[src/rtl/qd_pkg.sv]
package qd_pkg;
  typedef enum logic [1:0] {
    QM_DIRECT = 2'b00,
    QM_X1     = 2'b01,
    QM_X2     = 2'b10,
    QM_X4     = 2'b11
  } qmode_t;
endpackage

[src/rtl/qd_sync.sv]
module qd_sync #(
  parameter int W = 3
) (
  input  logic         clk,
  input  logic         rst,
  input  logic [W-1:0] rst_val,
  input  logic [W-1:0] d,
  output logic [W-1:0] q
);
  logic [W-1:0] meta;

  always_ff @(posedge clk) begin
    if (rst) begin
      meta <= rst_val;
      q    <= rst_val;
    end else begin
      meta <= d;
      q    <= meta;
    end
  end
endmodule

[src/rtl/qd_tick_gen.sv]
module qd_tick_gen (
  input  logic clk,
  input  logic rst,
  input  logic div2,
  output logic tick
);
  logic phase;

  always_ff @(posedge clk) begin
    if (rst) phase <= 1'b0;
    else     phase <= ~phase;
  end

  assign tick = ~div2 | phase;

  // with the divider on, ticks never fall on two clocks in a row
  assert_tick_spacing_R5: assert property (@(posedge clk) disable iff (rst)
    (div2 && tick) |=> (!div2 || !tick));
endmodule

[src/rtl/qd_glitch_filter.sv]
module qd_glitch_filter #(
  parameter int W    = 3,
  parameter int HOLD = 3
) (
  input  logic         clk,
  input  logic         rst,
  input  logic         tick,
  input  logic [W-1:0] rst_val,
  input  logic [W-1:0] d,
  output logic [W-1:0] q
);
  localparam int CW = $clog2(HOLD + 1);
  localparam logic [CW-1:0] LAST = CW'(HOLD - 1);

  for (genvar i = 0; i < W; i++) begin : g_bit
    logic [CW-1:0] run;

    always_ff @(posedge clk) begin
      if (rst) begin
        q[i] <= rst_val[i];
        run  <= '0;
      end else if (tick) begin
        if (d[i] == q[i]) begin
          run <= '0;
        end else if (run == LAST) begin
          q[i] <= d[i];
          run  <= '0;
        end else begin
          run <= run + 1'b1;
        end
      end
    end

    // the output only moves on a tick
    assert_hold_on_idle_R4: assert property (@(posedge clk) disable iff (rst)
      !tick |=> $stable(q[i]));
    // a new output level is the level the input showed on the tick
    assert_follow_input_R4: assert property (@(posedge clk) disable iff (rst)
      (q[i] != $past(q[i])) |-> ($past(d[i]) == q[i]));
  end
endmodule

[src/rtl/qd_phase_decode.sv]
module qd_phase_decode
  import qd_pkg::*;
(
  input  logic   clk,
  input  logic   rst,
  input  qmode_t mode,
  input  logic   fa,
  input  logic   fb,
  input  logic   ra,
  input  logic   rb,
  output logic   stb,
  output logic   up
);
  logic pa, pb, pra;
  logic a_ch, b_ch, seq_up, hit, dir;

  always_comb begin
    a_ch   = fa ^ pa;
    b_ch   = fb ^ pb;
    seq_up = ~(pa ^ fb);
    dir    = seq_up;
    case (mode)
      QM_DIRECT: begin
        hit = ra & ~pra;
        dir = rb;
      end
      QM_X1:   hit = a_ch & ~b_ch & ~fb;
      QM_X2:   hit = a_ch & ~b_ch;
      QM_X4:   hit = a_ch ^ b_ch;
      default: hit = 1'b0;
    endcase
  end

  always_ff @(posedge clk) begin
    if (rst) begin
      pa  <= 1'b0;
      pb  <= 1'b0;
      pra <= 1'b0;
      stb <= 1'b0;
      up  <= 1'b0;
    end else begin
      pa  <= fa;
      pb  <= fb;
      pra <= ra;
      stb <= hit;
      if (hit) up <= dir;
    end
  end

  // a sample with both phases moving gives no count
  assert_no_double_step_R6: assert property (@(posedge clk) disable iff (rst)
    (mode != QM_DIRECT && a_ch && b_ch) |=> !stb);
  // in 1x mode a strobe never follows a sample with B high
  assert_x1_b_low_R3: assert property (@(posedge clk) disable iff (rst)
    (mode == QM_X1 && fb) |=> !stb);
endmodule

[src/rtl/qd_index_qual.sv]
module qd_index_qual (
  input  logic clk,
  input  logic rst,
  input  logic direct,
  input  logic pos,
  input  logic s_idx,
  input  logic f_idx,
  input  logic fa,
  input  logic fb,
  output logic stb
);
  logic lvl, active, qual, fired;

  always_comb begin
    lvl    = direct ? s_idx : f_idx;
    active = pos ? lvl : ~lvl;
    qual   = active & (direct | (fa == fb));
  end

  always_ff @(posedge clk) begin
    if (rst) begin
      fired <= 1'b0;
      stb   <= 1'b0;
    end else begin
      stb <= qual & ~fired;
      if (!active)   fired <= 1'b0;
      else if (qual) fired <= 1'b1;
    end
  end

  // one clock wide
  assert_single_pulse_R10: assert property (@(posedge clk) disable iff (rst)
    stb |=> !stb);
  // never accepted while the filtered phases differ
  assert_phase_gate_R8: assert property (@(posedge clk) disable iff (rst)
    (!direct && (fa != fb)) |=> !stb);
endmodule

[src/rtl/quad_index_decoder.sv]
module quad_index_decoder
  import qd_pkg::*;
#(
  parameter int FILT_HOLD = 3
) (
  input  logic       clk,
  input  logic       rst,
  input  logic [1:0] mode_sel,
  input  logic       fdiv2,
  input  logic       idx_pos,
  input  logic       in_a,
  input  logic       in_b,
  input  logic       in_idx,
  output logic       cnt_stb,
  output logic       cnt_up,
  output logic       idx_stb
);
  localparam int NIN = 3;

  qmode_t       mode;
  logic [NIN-1:0] raw_v, init_v, sync_v, filt_v;
  logic         tick;

  assign mode   = qmode_t'(mode_sel);
  assign raw_v  = {in_idx, in_b, in_a};
  assign init_v = {~idx_pos, 1'b0, 1'b0};

  qd_sync #(.W(NIN)) u_sync (
    .clk(clk), .rst(rst), .rst_val(init_v), .d(raw_v), .q(sync_v)
  );

  qd_tick_gen u_tick (
    .clk(clk), .rst(rst), .div2(fdiv2), .tick(tick)
  );

  qd_glitch_filter #(.W(NIN), .HOLD(FILT_HOLD)) u_filt (
    .clk(clk), .rst(rst), .tick(tick), .rst_val(init_v),
    .d(sync_v), .q(filt_v)
  );

  qd_phase_decode u_dec (
    .clk(clk), .rst(rst), .mode(mode),
    .fa(filt_v[0]), .fb(filt_v[1]), .ra(sync_v[0]), .rb(sync_v[1]),
    .stb(cnt_stb), .up(cnt_up)
  );

  qd_index_qual u_idx (
    .clk(clk), .rst(rst), .direct(mode == QM_DIRECT), .pos(idx_pos),
    .s_idx(sync_v[2]), .f_idx(filt_v[2]),
    .fa(filt_v[0]), .fb(filt_v[1]), .stb(idx_stb)
  );

  // outputs quiet the clock after reset
  assert_reset_quiet_R13: assert property (@(posedge clk)
    rst |=> (!cnt_stb && !idx_stb));
endmodule

[config.mk]
export PLATFORM = sky130hd
export DESIGN_NAME = quad_index_decoder
export DESIGN_NICKNAME = d
export VERILOG_FILES = /design/src/rtl/qd_pkg.sv /design/src/rtl/qd_sync.sv /design/src/rtl/qd_tick_gen.sv /design/src/rtl/qd_glitch_filter.sv /design/src/rtl/qd_phase_decode.sv /design/src/rtl/qd_index_qual.sv /design/src/rtl/quad_index_decoder.sv
export SDC_FILE = /design/constraint.sdc
export NUM_CORES = 1
export LEC_CHECK = 0
export BUFFER_PORTS_ARGS = -buffer_cell sky130_fd_sc_hd__clkbuf_2
export CORE_MARGIN = 2
export CORE_UTILIZATION = 25
export DETAILED_ROUTE_END_ITERATION = 8
export SETUP_SLACK_MARGIN = 0.5
export SLEW_MARGIN = 20
export SYNTH_ARGS = -nofsm -noshare
export SYNTH_HDL_FRONTEND = slang
export SYNTH_HIERARCHICAL = 1
export SYNTH_SLANG_ARGS = --single-unit
[constraint.sdc]
create_clock -name clk -period 3.1 [get_ports clk]
set_input_delay 0.62 -clock clk [delete_from_list [all_inputs] [get_ports clk]]
set_output_delay 0.62 -clock clk [all_outputs]
set_load 0.02 [all_outputs]
== Word-level counts from Yosys, hierarchy flattened ==
Cells that the tools add are included.

* Order comparisons: 0
* Add/sub/neg operators: 3
* Shift-type cells: 0
* Eq/ne operators: 11
* Divide/modulo/power cells: 0
* Bitwise logic cells: 23
* Reductions and logical operators: 7
* Muxes and demuxes: 16
* Multipliers: 0

{| class="wikitable"
|+ Operator list
! kind !! number
|-
| 2-bit two-way mux || 6
|-
| 1-bit inverter || 12
|-
| 2-bit == test (second input constant) || 5
|-
| 3-bit AND reduction || 3
|-
| 1-bit two-way mux || 7
|-
| 2-bit by 1-bit adder with 2-bit output (second input constant) || 3
|-
| 3-bit two-way mux || 2
|-
| 1-bit AND || 5
|-
| 1-bit == test || 4
|-
| 1-bit one-hot mux with 4 select lines || 1
|-
| 2-bit nonzero test || 2
|-
| 1-bit bitwise XOR || 4
|-
| 2-bit by 1-bit == test with 1-bit output (second input constant) || 1
|-
| 2-bit zero test || 1
|-
| 2-bit != test (second input constant) || 1
|-
| 1-bit OR || 2
|-
| 2-bit OR reduction || 1
|}

* Output and inout port bits: 3
* Flip-flop bits (word level): 23
* Bits of input ports: 9
* ROM bits: 0
* Memory bits (writable): 0
* Logic and storage cells: 78
* Memories: 0
* Bits in latches: 0

== Depth between registers and ports, before layout ==
Gate-level depths: netlist of the first run.

* Depth after elaboration: 6
* Gate-level depth with buffers: 6
* Mapped depth without buffers: 6

== By module ==
The synthesis of the first run kept the hierarchy.

{| class="wikitable"
|+ By module, submodules not included
! module !! times used !! area each (µm²) !! cells an instance !! seq. area each (µm²)
|-
| qd_glitch_filter || 1 || 451.7 || 42 || 210.2
|-
| qd_phase_decode || 1 || 229.0 || 24 || 100.1
|-
| qd_sync || 1 || 221.5 || 13 || 120.1
|-
| qd_index_qual || 1 || 93.8 || 9 || 40.0
|-
| qd_tick_gen || 1 || 30.0 || 3 || 20.0
|-
| quad_index_decoder || 1 || 11.3 || 3 || 0.0
|}

== Worst setup path after synthesis of the first run ==
No wires, ideal clock.

* Path type: reg2reg
* Start: reg u_filt.q[1]
* End: reg u_dec.up
* Required time: 3.009 ns
* Stages on the path, launching flop included: 7
* Arrival: 1.456 ns
* Path buffers: 0
* Period minus slack after synthesis: 1.547 ns
* Setup slack: 1.553 ns
* Setup time: 0.091 ns
* Path through: edfxtp_1 xnor2_1 ha_1 inv_1 a31oi_1 a221oi_1 a311oi_1

* Cells in the longest elaborated chain, start to end: 5
* Elaborated cells on any way between the ends: 10
* Classes of those cells: mux (2); bitwise (8)

{| class="wikitable"
|+ RTL lines
! item !! line !! RTL
|-
| from (decl) || qd_glitch_filter.sv:10 || <nowiki>output logic [W-1:0] q</nowiki>
|-
| from (signal, indexed assignment) || qd_glitch_filter.sv:20 || <nowiki>q[i] <= rst_val[i];</nowiki>
|-
| from (signal, indexed assignment) || qd_glitch_filter.sv:26 || <nowiki>q[i] <= d[i];</nowiki>
|-
| 1-bit bitwise XOR || qd_phase_decode.sv:19 || <nowiki>b_ch = fb ^ pb;</nowiki>
|-
| 1-bit inverter || qd_phase_decode.sv:27, qd_phase_decode.sv:28 ||
|-
| 1-bit AND || qd_phase_decode.sv:27, qd_phase_decode.sv:28 ||
|-
| 1-bit AND || qd_phase_decode.sv:27 || <nowiki>QM_X1: hit = a_ch & ~b_ch & ~fb;</nowiki>
|-
| 1-bit one-hot mux with 4 select lines || qd_phase_decode.sv:22 || <nowiki>case (mode)</nowiki>
|-
| to (signal assigned) || qd_phase_decode.sv:46 || <nowiki>if (hit) up <= dir;</nowiki>
|-
| to (decl) || qd_phase_decode.sv:12 || <nowiki>output logic up</nowiki>
|}

Parallel ways exist; a longest one is shown, timed or not.
A chain may end at the register's enable or synchronous reset.

== Final worst setup path of the first run ==
Ends and elaborated chain as after synthesis.

==> flow_metrics.py, run 1 <==
metrics = {
    "run_status": {
        "status": "complete, no violations",
    },
    "worst_setup_path": {
        "crit_fanout": 6,
        "path_cells": "xnor2_1 > ha_1 > inv_1 > a31oi_1 > a221oi_1 > a311oi_1",
        "crit_path_end_kind": "register",
        "reg2reg_slack_ps": 1420,
        "r2r-start": "u_filt/q[1]",
        "ff2ff_path_depth": 6,
        "start_kind": "register",
        "crit_path_max_incr_delay_ps": 520,
        "slowest_stage": "edfxtp_1",
        "worstReg2RegEnd": "u_dec/up",
        "cp.required_ps": 3270,
        "cp.arrival_ps": 1850,
        "path_class": "register to register",
    },
    "cells_and_area": {
        "area_delta_synth_final_pct": 15.6,
        "multi_input_area_um2": 514,
        "layout_commonest_cell": "dfxtp_1",
        "diodes": 0,
        "ff_latch_area_um2": 490,
        "finish.instance_area_mm2": 0.00120,
        "fin_cells": 161,
        "final_cell_mix": "dfxtp_1 (20), clkbuf_2 (11), inv_1 (8)",
        "finalNetCount": 122,
        "fillers": 406,
        "final_util_pct": 30.0,
        "drive_gt1_share_pct": 23.4,
    },
    "cts": {
        "clockBufferDepth": 2,
        "postCtsSetupBuffers": 0,
        "cts_root_buffer": "clkbuf_8",
        "clk_latency_ps": 260,
        "clk_pin_slew_ps": 80,
        "ctsResizeCount": 0,
        "cts_max_level": 1,
        "hold_buffers": 0,
        "cts_tree": "built",
        "cts_buffers": 3,
        "clock-sinks": 23,
    },
    "sta": {
        "setup_violations": 0,
        "max_freq_mhz": 596,
        "slew_headroom_pct": 57.0,
        "fin_crit_ps": 1680,
        "rsz0062_at_grt": "false",
        "worst_slack_ps": 1420,
        "fin_tns_setup_ps": 0,
        "fin_crit_sh_pct": 54.1,
        "skew_ps": 5.72,
        "tightest_slew_ps": 645,
        "finalHoldViolCount": 0,
        "maxSlewViolCount": 0,
    },
    "worst_hold_path": {
        "min_from": "u_tick/phase",
        "hold_class": "register to register",
        "hold_path_end": "u_tick/phase",
        "whs_path_depth": 1,
    },
    "routing": {
        "routed_wl_mm": 1.67,
        "wl_per_cell_um": 10.4,
        "viasPerCell": 4.40,
        "drt-pass1-iter-count": 4,
        "drc_errors": 0,
        "ant_nets": 0,
        "first_iter_violations": 17,
        "via_count": 708,
    },
    "power_and_ir_drop": {
        "p_leak_nw": 0.471,
        "ir_drop_mv": 0.265,
        "power_density_mw_per_mm2": 528,
    },
    "logic_synthesis": {
        "synth_seq_cells": 23,
        "synth-edff-count": 3,
        "ys.flop_type": "dfxtp_1",
        "ys_types": 32,
        "syn_inst": 94,
        "yosysWarnings": 6,
        "async_flop_share_pct": 0,
        "ys_seq_area_share_pct": 47.3,
        "syn_area_mm2": 0.00104,
        "avgSynthCellArea_um2": 11.0,
    },
    "place": {
        "placed_area_mm2": 0.00115,
        "place_ws_ps": 1220,
        "placedCellCount": 157,
        "detailed_place_hpwl_mm": 1.19,
        "io_buffers": 11,
        "gp_congestion": 0.675,
    },
    "grt": {
        "grt_max_degree": 31,
        "grt_pass1_wl_mm": 2.85,
        "antenna_found_initial": 0,
        "grt_use_total_pct": 8.15,
        "overflow": 0,
        "grt_pass1_vias": 660,
    },
    "floorplan": {
        "io_pins": 12,
        "rows": 23,
        "die_w_um": 68.4,
        "core_mm2": 0.00400,
        "start_util_pct": 25.9,
        "die-area_mm2": 0.00468,
        "chipHeight_um": 68.4,
    },
    "run": {
        "drv_cap": 0,
    },
}
## layer usage
metal,routed length (um),track usage [%]
met2,822,13.8
met5,0,0
met3,42,1.97
met1,805,9.60
met4,0,3.75
## cell families (layout without fill, tap and decap cells)
kind of cell / Yosys count / after routing / share of synthesized area (%)
XOR/XNOR: 8 / 8 / 6.76
multiplexers: 10 / 10 / 12.9
adder cells (fa/ha/maj): 1 / 1 / 1.21
other: 1 / 6 / 0.362
flip-flops: 23 / 23 / 47.3
buffers and inverters: 11 / 23 / 4.95
AND/OR/NAND/NOR: 26 / 26 / 16.0
AO/OA/AOI/OAI: 14 / 14 / 10.5
## how the worst max path moves through the flow
stage | slack (ps) | endpoint | from
after global routing | 1290 | u_dec/up | u_filt/q[1]
after detailed placement | 1220 | u_filt/g_bit[2].run[0] | rst
after floorplan | 1550 | u_dec/up | u_filt/q[1]
final | 1420 | u_dec/up | u_filt/q[1]
after global placement | 1340 | u_filt/q[1] | rst
after CTS | 1400 | u_dec/up | u_filt/q[1]
## critical path: cells and delay by family, from the launching register on
kind            cells  cell delay (ps)
flops               1              520
fa+ha+maj           1              270
compound gates      3              590
buf+inv             1               40
xor+xnor            1              180
## power breakdown
part | internal, mW | switching (mW) | leakage (nW) | total (mW)
Combinational | 0.0504 | 0.0522 | 0.250 | 0.103
Sequential | 0.329 | 0.0187 | 0.195 | 0.348
Clock | 0.0896 | 0.0931 | 0.0255 | 0.183
Total | 0.469 | 0.164 | 0.471 | 0.633
## cells in the mapped netlist (all sizes together), types with 3 or more instances
cell    count  area [um2]
dfxtp      20         400
xnor2       6        52.6
edfxtp      3        90.1
or4b        3        30.0
buf         3        21.3
o31ai       3        22.5
inv         8        30.0
o32ai       4        35.0
nor2b       4        25.0
mux2        9         124
nor2        5        18.8
nand2       5        18.8
## through the flow
| stage | total power, mW | hold slack (ps) |
|---|---|---|
| 3_5_place_dp | 0.458 | 403 |
| 2_1_floorplan | 0.431 | 380 |
| 6_report | 0.633 | 416 |
| 3_3_place_gp | 0.452 | 395 |
| 5_1_grt | 0.671 | 445 |
| 4_1_cts | 0.643 | 415 |
## sequential cells by signal, summed over array words and instances, names as in the netlist
| signal | count |
|---|---|
| u_filt/g_bit.run | 6 |
| u_filt/q | 3 |
| u_sync/meta | 3 |
| u_sync/q | 3 |
| u_dec/pa | 1 |
| u_dec/pb | 1 |
| u_dec/pra | 1 |
| u_dec/stb | 1 |
| u_dec/up | 1 |
| u_idx/fired | 1 |
| u_idx/stb | 1 |
| u_tick/phase | 1 |
## layout make-up
| class | instances | share of cell area, % |
|---|---|---|
| multi-input combinational | 65 | 42.9 |
| clock buffer | 3 | 3.44 |
| clock inverter | 1 | 0.418 |
| sequential | 23 | 40.9 |
| timing repair buffer | 11 | 4.59 |
| inverter | 8 | 2.51 |
| tap | 50 | 5.22 |
Note: power is estimated with default switching activity, not from simulation.
==> inputs of run 2 (changes only) <==
==> constraint.sdc (replaced) <==
create_clock -name clk -period 1.4 [get_ports clk]
set_input_delay 0.28 -clock clk [delete_from_list [all_inputs] [get_ports clk]]
set_output_delay 0.28 -clock clk [all_outputs]
set_load 0.02 [all_outputs]
==> flow_metrics.py, run 2 (same netlist as run 1, synthesis figures left out) <==
metrics = {
    "cts": {
        "hold_buffers": 0,
        "cts_buffers": 3,
        "clock-sinks": 23,
        "clockBufferDepth": 2,
        "clk_pin_slew_ps": 80,
        "cts_tree": "built",
        "clk_latency_ps": 260,
        "cts_max_level": 1,
        "cts_root_buffer": "clkbuf_8",
    },
    "sta": {
        "rsz0062_at_grt": "true",
        "fin_crit_ps": 1460,
        "fin_crit_sh_pct": 104,
        "fin_tns_setup_ps": -114,
        "slew_headroom_pct": 61.7,
        "finalHoldViolCount": 0,
        "tightest_slew_ps": 566,
        "maxSlewViolCount": 0,
        "whs_ps": 240,
        "setup_violations": 2,
        "skew_ps": 0.846,
        "worst_slack_ps": -57.9,
        "max_freq_mhz": 686,
    },
    "worst_setup_path": {
        "path_class": "register to register",
        "startpoint": "u_filt/q[0]",
        "start_kind": "register",
        "r2r-start": "u_filt/q[0]",
        "crit_fanout": 3,
        "cp.arrival_ps": 1600,
        "crit_path_end_kind": "register",
        "cp.required_ps": 1540,
    },
    "grt": {
        "grt_pass1_wl_mm": 3.62,
        "antenna_found_initial": 0,
        "grt_use_total_pct": 10.4,
        "grt_pass1_vias": 780,
        "grt_max_degree": 18,
        "overflow": 0,
    },
    "routing": {
        "wl_per_cell_um": 12.5,
        "routed_wl_mm": 2.27,
        "viasPerCell": 4.46,
        "drt-pass1-iter-count": 4,
        "first_iter_violations": 9,
        "via_count": 807,
        "ant_nets": 0,
        "drc_errors": 0,
    },
    "floorplan": {
        "chipHeight_um": 68.4,
        "die-area_mm2": 0.00468,
        "die_w_um": 68.4,
        "start_util_pct": 25.9,
        "io_pins": 12,
        "core_mm2": 0.00400,
        "rows": 23,
    },
    "place": {
        "placedCellCount": 165,
        "place_ws_ps": -109,
        "gp_congestion": 0.713,
        "io_buffers": 11,
        "detailed_place_hpwl_mm": 1.50,
    },
    "power_and_ir_drop": {
        "power.internal_mw": 1.19,
        "p_total_mw": 1.65,
        "power_frac_comb_pct": 27.6,
        "p_leak_nw": 0.676,
        "power_density_mw_per_mm2": 1010,
        "clkPwrFrac_pct": 25.1,
        "p_sw_mw": 0.460,
        "p_seq_share_pct": 47.3,
        "ir_drop_mv": 1.11,
        "swShare_pct": 27.8,
    },
    "cells_and_area": {
        "finalNetCount": 142,
        "regMostFlops": "u_filt/g_bit.run",
        "fin_cells": 181,
        "area_delta_synth_final_pct": 58.0,
        "largest_register_ff_count": 6,
        "drive_gt1_share_pct": 59.5,
        "final_cell_mix": "buf_4 (15), dfxtp_1 (15), mux2_4 (9)",
        "diodes": 0,
    },
    "run": {
        "drv_cap": 0,
    },
    "worst_hold_path": {
        "hold_class": "input port to register",
        "min_from": "in_b",
    },
    "run_status": {
        "violations": "setup timing",
        "status": "complete, but fails checks",
    },
}
==> run 2: changes by cell type in the layout (fill, tap and decap cells not counted), sizes merged <==
| cell | change |
|---|---|
| inv | +1 |
| clkinv | -1 |
| nand2b | +1 |
| clkbuf | -2 |
| buf | +21 |
==> run 2: per-layer routing <==
| metal | wire length, um | vias up | share of wire [%] | global-route usage [%] |
|---|---|---|---|---|
| li1 | - | 405 | - | - |
| met2 | 1300 | 9 | 57 | 18.9 |
| met1 | 917 | 393 | 40 | 12.5 |
| met4 | 0 | 0 | 0 | 0.750 |
| met5 | 0 | - | 0 | 0 |
| met3 | 56 | 0 | 2.5 | 2.96 |
==> run 2: worst max-delay path, stage by stage, from the launching register on <==
cell,delay (ps)
edfxtp_1,420
xor2_1,170
ha_1,280
inv_2,70
a31oi_4,90
a221oi_2,240
a311oi_1,70
==> run 2: final cells by class <==
type                       instances  area (um2)
sequential                        23         499
tap                               50        62.6
multi-input combinational         66         746
fill                             369        2360
inverter                           8        30.0
clock inverter                     1        6.26
clock buffer                       3        41.3
timing repair buffer              30         254
==> run 2: stage by stage <==
step	utilization, %	cell area, um2
after floorplan	-	1130
after global placement	31.6	1260
after detailed placement	31.6	1260
after CTS	38.6	1550
after global routing	41.0	1640
final	41.0	1640
==> run 2: worst paths after layout <==
check | cells after the start | endpoint | slack (ps)
worst max-delay path | 6 | u_dec/up | -60
worst min-delay path | 2 | u_sync/meta[1] | 240
worst max register to register | 6 | u_dec/up | -60
worst min register to register | 1 | u_idx/stb | 460
==> run 2: power groups by stage <==
stage,clock network [mW],logic (mW),registers (mW)
floorplan,0,0.187,0.793
global placement,0,0.265,0.779
detailed placement,0,0.279,0.784
CTS,0.432,0.402,0.778
global route,0.463,0.492,0.789
finish,0.415,0.456,0.782
==> run 2: timing repair <==
item                                    4_1_cts  5_1_grt
setup buffers                                 7        4
pin swaps                                     8        3
resized for setup                            33       14
cloned                                        1        0
endpoints found under the setup margin       23       20
